File: config.mk
export PLATFORM = sky130hd
export DESIGN_NAME = hbiso_err_hold
export DESIGN_NICKNAME = d
export VERILOG_FILES = /design/src/rtl/hbiso_pkg.sv /design/src/rtl/hbiso_err_hold.sv
export SDC_FILE = /design/constraint.sdc
export NUM_CORES = 1
export LEC_CHECK = 0
export BUFFER_PORTS_ARGS = -buffer_cell sky130_fd_sc_hd__buf_4
export CORE_ASPECT_RATIO = 1.2
export CORE_MARGIN = 4
export CORE_UTILIZATION = 52
export CTS_BUF_LIST = sky130_fd_sc_hd__clkbuf_16
export DETAILED_ROUTE_END_ITERATION = 8
export PLACE_DENSITY = 0.83
export SKIP_LAST_GASP = 1
export SLEW_MARGIN = 20
export SYNTH_ARGS = -nofsm -noshare
export SYNTH_HDL_FRONTEND = slang
export SYNTH_SLANG_ARGS = --single-unit
File: constraint.sdc
create_clock -name clk -period 2.8 [get_ports clk]
set_clock_uncertainty 0.15 [all_clocks]
set_input_delay 0.14 -clock clk [delete_from_list [all_inputs] [get_ports clk]]
set_output_delay 0.14 -clock clk [all_outputs]
set_load 0.01 [all_outputs]
File: src/rtl/hbiso_pkg.sv
package hbiso_pkg;

  typedef enum logic [1:0] {
    PID_DATA0 = 2'd0,
    PID_DATA1 = 2'd1,
    PID_DATA2 = 2'd2,
    PID_MDATA = 2'd3
  } pid_e;

  // width of the per-microframe counters
  localparam int IDX_W = 4;

  // configured count with 0 folded onto 1
  function automatic logic [1:0] eff_n(input logic [1:0] n);
    return (n == 2'd0) ? 2'd1 : n;
  endfunction

  function automatic logic is_hb(input logic [1:0] n);
    return eff_n(n) >= 2'd2;
  endfunction

  // PID of the first IN packet of a microframe
  function automatic pid_e in_first_pid(input logic [1:0] n);
    case (eff_n(n))
      2'd3:    return PID_DATA2;
      2'd2:    return PID_DATA1;
      default: return PID_DATA0;
    endcase
  endfunction

  // PID following p within an IN microframe, floored at DATA0
  function automatic pid_e in_step_pid(input pid_e p);
    return (p == PID_DATA2) ? PID_DATA1 : PID_DATA0;
  endfunction

  // legality of OUT packet number idx (0-based) carrying pid p
  function automatic logic out_pid_ok(input logic [1:0] n,
                                      input logic [IDX_W-1:0] idx,
                                      input pid_e p);
    logic [IDX_W-1:0] nn;
    nn = IDX_W'(eff_n(n));
    if (idx >= nn) return 1'b0;
    if (idx != nn - IDX_W'(1)) return p == PID_MDATA;
    case (nn)
      IDX_W'(3): return p == PID_DATA2;
      IDX_W'(2): return p == PID_DATA1;
      default:   return p == PID_DATA0;
    endcase
  endfunction

  function automatic logic shortfall(input logic [IDX_W-1:0] cnt,
                                     input logic [1:0] n);
    return cnt < IDX_W'(eff_n(n));
  endfunction

endpackage

File: src/rtl/hbiso_err_hold.sv
module hbiso_err_hold
  import hbiso_pkg::*;
#(
  parameter int CNT_W = 3
) (
  input  logic             clk,
  input  logic             rst_n,
  input  logic             ufrm_start,
  input  logic             out_rx,
  input  logic             seq_err,
  input  logic             bank_release,
  input  logic [IDX_W-1:0] out_idx,
  output logic             err_flag
);

  logic [CNT_W-1:0] busy_q, skip_q, bad_q;
  logic [CNT_W-1:0] busy_a, skip_a, bad_a;
  logic [CNT_W-1:0] busy_n, skip_n, bad_n;
  logic [CNT_W-1:0] idx_c;
  logic             cur_q, cur_n, rel_ok;

  function automatic logic [CNT_W-1:0] inc_sat(input logic [CNT_W-1:0] v);
    return (v != '1) ? v + CNT_W'(1) : v;
  endfunction

  assign idx_c    = CNT_W'(out_idx);
  assign rel_ok   = bank_release && (busy_q != '0);
  assign err_flag = (skip_q != '0) || (bad_q != '0);

  always_comb begin
    // a release first retires older banks, then bad ones
    busy_a = busy_q - CNT_W'(rel_ok);
    skip_a = skip_q;
    bad_a  = bad_q;
    if (rel_ok) begin
      if (skip_q != '0)     skip_a = skip_q - CNT_W'(1);
      else if (bad_q != '0) bad_a  = bad_q - CNT_W'(1);
    end
    busy_n = out_rx ? inc_sat(busy_a) : busy_a;
    skip_n = skip_a;
    bad_n  = bad_a;
    cur_n  = cur_q && !ufrm_start;
    if (seq_err) begin
      if ((skip_a == '0) && (bad_a == '0)) begin
        if (busy_a >= idx_c) begin
          skip_n = busy_a - idx_c;
          bad_n  = idx_c + CNT_W'(1);
        end else begin
          skip_n = '0;
          bad_n  = busy_a + CNT_W'(1);
        end
      end else if (!cur_n) begin
        bad_n = busy_a + CNT_W'(1) - skip_a;
      end else begin
        bad_n = inc_sat(bad_a);
      end
      cur_n = 1'b1;
    end else if (out_rx && cur_n) begin
      bad_n = inc_sat(bad_a);
    end
  end

  always_ff @(posedge clk) begin
    if (!rst_n) begin
      busy_q <= '0;
      skip_q <= '0;
      bad_q  <= '0;
      cur_q  <= 1'b0;
    end else begin
      busy_q <= busy_n;
      skip_q <= skip_n;
      bad_q  <= bad_n;
      cur_q  <= cur_n;
    end
  end

endmodule

== Yosys cells after proc, flatten, opt, wreduce, memory -nomap -nowiden ==
Index checks and enable logic that the tools add are counted.
Cells by class
  reductions and logical operators: 11
  add/subtract/negate cells: 8
  magnitude comparators: 1
  eq/ne operators: 2
  mux-type cells: 17
Operators by type and width (count)
  3-bit 2-to-1 mux: 16
  3-bit by 1-bit adder with 3-bit output, second input constant: 3
  3-bit nonzero test: 3
  3-bit logical NOT: 2
  3-bit != test, second input constant: 2
  3-bit by 1-bit subtractor with 3-bit output, second input constant: 2
  3-bit subtractor: 2
  1-bit logical AND: 4
  3-bit >= comparator: 1
  3-bit by 1-bit subtractor with 3-bit output: 1
  1-bit logical NOT: 1
  1-bit logical OR: 1
  1-bit 2-to-1 mux: 1
Word-level totals
  input bits: 10
  output and inout port bits: 1
  register bits: 10
  logic and storage cells: 43

== Logic depth before layout (Yosys ltp) ==
  depth in word-level cells: 9
  mapped depth: 13
  mapped depth without buffers: 13

== Worst setup path before layout ==
No wires, ideal clock.
  path type: flip-flop to flip-flop
  from: register busy_q[2]
  to: register bad_q[2]
  cell stages (with the launch flop): 13
  data arrival time: 2.507 ns
  path buffers: 0
  clock period less this slack: 2.788 ns
  setup slack: 0.012 ns
  cell sequence: dfxtp_1 o31ai_2 inv_2 ha_1 ha_1 inv_1 ha_1 fa_1 xor2_1 xnor2_1 nand2_1 o311ai_0 a21oi_1
On the way
  longest elaborated chain between the ends: 8
  elaborated cells on any way between the ends: 19
Ends and longest elaborated chain
  from (decl): line hbiso_err_hold.sv:16  | logic [CNT_W-1:0] busy_q, skip_q, bad_q;
  from (signal assigned): line hbiso_err_hold.sv:70  | busy_q <= busy_n;
  3-bit nonzero test: line hbiso_err_hold.sv:27  | assign rel_ok = bank_release && (busy_q != '0);
  1-bit logical AND: line hbiso_err_hold.sv:27
  3-bit by 1-bit subtractor with 3-bit output or 3-bit 2-to-1 mux (tied branches): line hbiso_err_hold.sv:32, hbiso_err_hold.sv:35
  3-bit by 1-bit adder with 3-bit output (tied with other cells): line hbiso_err_hold.sv:50, hbiso_err_hold.sv:53
  3-bit subtractor or 3-bit 2-to-1 mux (tied branches): line hbiso_err_hold.sv:53, hbiso_err_hold.sv:23
  3-bit 2-to-1 mux: line hbiso_err_hold.sv:52  | end else if (!cur_n) begin
  3-bit 2-to-1 mux: line hbiso_err_hold.sv:44  | if ((skip_a == '0) && (bad_a == '0)) begin
  3-bit 2-to-1 mux (*): line hbiso_err_hold.sv:43  | if (seq_err) begin
  to (signal assigned): line hbiso_err_hold.sv:72  | bad_q <= bad_n;
  to (decl): line hbiso_err_hold.sv:16
Every way passes the cells marked *; elsewhere a longest branch is shown, timed or not.
A chain may end at the register's enable or synchronous reset.

== Worst setup path in the final report ==
  from: register busy_q[2]
  to: register bad_q[1]
The elaborated chain is that of the path after synthesis.

==> summary.md <==
| Metric | Value |
|---|---|
| Sequential area share after synthesis | `0.190` |
| Top post-synthesis cells by count | `inv_1, ha_1, nand2_1, dfxtp_1` |
| Slew headroom | `0.606` |
| GRT Overall Usage | `0.180` |
| Setup tns final | `0 ps` |
| First-pass GRT wire length | `4040 um` |
| PortBufs | `9` |
| Clk_lat worst skew | `230 ps` |
| Placer congestion estimate | `0.850` |
| Worst Setup Path Type | `reg -> reg` |
| Initial Util | `0.562` |
| Synthesis Warnings | `0` |
| Clk slew on worst S/H paths | `40 ps` |
| Cell Area, Placed | `0.00119 mm2` |
| Max FO, Critical Path | `5` |
| CP startpoint | `busy_q[2]` |
| Number of max-cap violations | `0` |
| Worst setup SP type | `flip-flop` |
| Leading area contributor after synthesis | `dfxtp_1` |
| Crit-path max cell delay | `360 ps` |
| Synth Net Count | `152` |
| Synth Area per Inst | `8.49 um2` |
| Worst endpoint data arrival time | `2630 ps` |
| Crit-path cells | `o31ai_4 > inv_2 > ha_2 > ha_4 > inv_2 > buf_4 > ha_1 > a21o_1 > a21o_1 > mux2_2 > nor2_2 > o32ai_1` |
| DIE HEIGHT | `57.3 um` |
| DPL Wire Length | `1850 um` |
| DR WL/cell | `14.7 um` |
| Final instance area | `0.00135 mm2` |
| H-tree level count | `1` |
| Synth Instances | `124` |
| Total Wirelength | `2390 um` |
| FF-to-FF path depth | `12` |
| CTS max path bufs | `2` |
| Drt drc | `0` |
| Most common cell in the synthesized netlist | `inv_1` |
| Worst Setup EP | `bad_q[1]` |
| RSZ-0062 raised after global routing | `true` |
| Die X | `49.1 um` |
| Synth top area share | `0.190` |
| Max VDD drop | `913 uV` |
| Die footprint | `0.00281 mm2` |
| Rows | `17` |
| Cts hold-fix bufs | `0` |
| Final setup fails | `0` |
| Period utilization | `0.951` |
| Async set-reset flop share out of synthesis | `0` |
| Minimum clock period | `2660 ps` |
| Post-synth cell types | `35` |
| Post-synth EDFFs | `0` |
| Mapped cell area | `0.00105 mm2` |
| Largest net degree at the start of global routing | `11` |
| Buf/Inv on CP | `3` |
| Flop-to-flop setup slack | `140 ps` |
| Vias in the first global route | `965` |
| Leakage power | `0.638 nW` |
| Num CTS Buffers | `3` |
| DR iter-0 viols | `13` |
| Io pins | `11` |
| Logic depth of the worst path, buffers included | `12` |
| Hold crit path type | `in -> reg` |
| Vias/cell | `5.72` |
| Least-Margin Pin Slew | `583 ps` |
| Outcome | `completed` |
| Design Power | `1.97 mW` |
| Synth-to-layout area growth | `28.7%` |
| Antenna violations before repair | `0` |
| Antenna cells | `0` |
| Slowest CP cell | `mux2_2` |
| CP top delay family | `adder cells` |
| Aggregate global routing overflow | `0` |
| Synth Flop Type | `dfxtp_1` |
| Total Nets Final | `173` |
| WP data required | `2770 ps` |
| Fin. max-slew vios | `0` |
| Worst r2r src | `busy_q[2]` |
| Share of cells above drive strength 1 | `0.308` |
| Pwr Density | `1450 mW/mm2` |
| Synth Register Bits | `10` |
| Reg-to-Reg End | `bad_q[1]` |
| Core ar. | `0.00187 mm2` |
| Synth top area cells | `dfxtp_1, ha_1, inv_1` |
| Routed Antenna Nets | `0` |
| CTS root buffer | `clkbuf_16` |
| TritonCTS Sinks | `10` |
| DR vias | `926` |
| Final Hold Violating Endpoints | `0` |
| F_max | `375 MHz` |
| Initial DRT Pass Iterations | `4` |
| TritonCTS clock tree | `yes` |
| Worst setup EP type | `flip-flop` |
[layout by cell type (no fill, tap or decap), types with 2 or more instances in the layout]
master | netlist | final
o211a_1 | 3 | 3
nor3_1 | 3 | 2
nand2_1 | 13 | 13
nor2_1 | 6 | 5
nand2b_1 | 5 | 5
buf_4 | 0 | 18
o21a_1 | 3 | 3
ha_1 | 16 | 11
ha_2 | 0 | 3
a21oi_1 | 3 | 3
clkbuf_16 | 0 | 3
xnor2_1 | 6 | 5
nor2b_1 | 2 | 2
mux2i_1 | 6 | 4
dfxtp_2 | 0 | 2
xor2_1 | 4 | 4
o31ai_1 | 2 | 2
dfxtp_1 | 10 | 8
a21o_1 | 2 | 2
inv_2 | 1 | 3
ha_4 | 0 | 2
inv_1 | 17 | 15
and2_1 | 3 | 3
[registers in the layout (all words and copies together), names as in the netlist]
register,flops
bad_q,3
skip_q,3
busy_q,3
cur_q,1
[metrics by stage]
stage	hold WS (ps)	instances	worst slack (ps)	utilization
2_1_floorplan	114	124	11.6	-
3_3_place_gp	247	158	41.4	0.635
3_5_place_dp	261	158	-30.4	0.635
4_1_cts	23.4	161	16.7	0.685
5_1_grt	43.1	162	0.566	0.723
6_report	21.5	162	137	0.723
[per-layer routing]
layer,part of all wire,GRT usage,up-vias
met5,0,0,-
met2,0.56,0.341,18
li1,-,-,463
met1,0.39,0.190,440
met3,0.027,0.0235,5
met4,0.018,0.0885,0
[power breakdown]
part | internal, mW | switching (mW) | total, mW
registers | 0.199 | 0.0482 | 0.247
clock network | 0.185 | 0.0602 | 0.245
logic | 0.737 | 0.736 | 1.47
total | 1.12 | 0.845 | 1.97
[cells by family (layout without fill, tap and decap cells)]
| logic type | count (synthesis) | after routing | synth area share |
|---|---|---|---|
| mux | 8 | 8 | 0.0820 |
| compound gates | 23 | 23 | 0.172 |
| flops | 10 | 10 | 0.190 |
| buf+inv | 20 | 39 | 0.0785 |
| simple gates | 35 | 35 | 0.165 |
| fa+ha+maj | 18 | 18 | 0.228 |
| xor+xnor | 10 | 10 | 0.0832 |
[how the worst min path moves through the flow]
stage / from / end / slack [ps] / depth (start not counted)
finish: seq_err / cur_q / 20 / 2
global route: seq_err / cur_q / 40 / 2
CTS: seq_err / cur_q / 20 / 2
detailed placement: seq_err / cur_q / 260 / 2
global placement: seq_err / cur_q / 250 / 2
floorplan: seq_err / cur_q / 110 / 1
[timing repair]
item	CTS	global route
setup endpoints to repair	2	6
buffers inserted	0	1
resized for setup	3	16
pin swaps	4	5
endpoints found under the hold margin	0	0
cloned	0	0
[final cells by class]
type	count	area, um2
timing repair buffer	18	135
multi-input combinational	94	850
fill	117	518
clock buffer	3	75.1
inverter	18	67.6
sequential	10	203
tap	19	23.8
No activity file was read; power rests on OpenSTA's default activity.
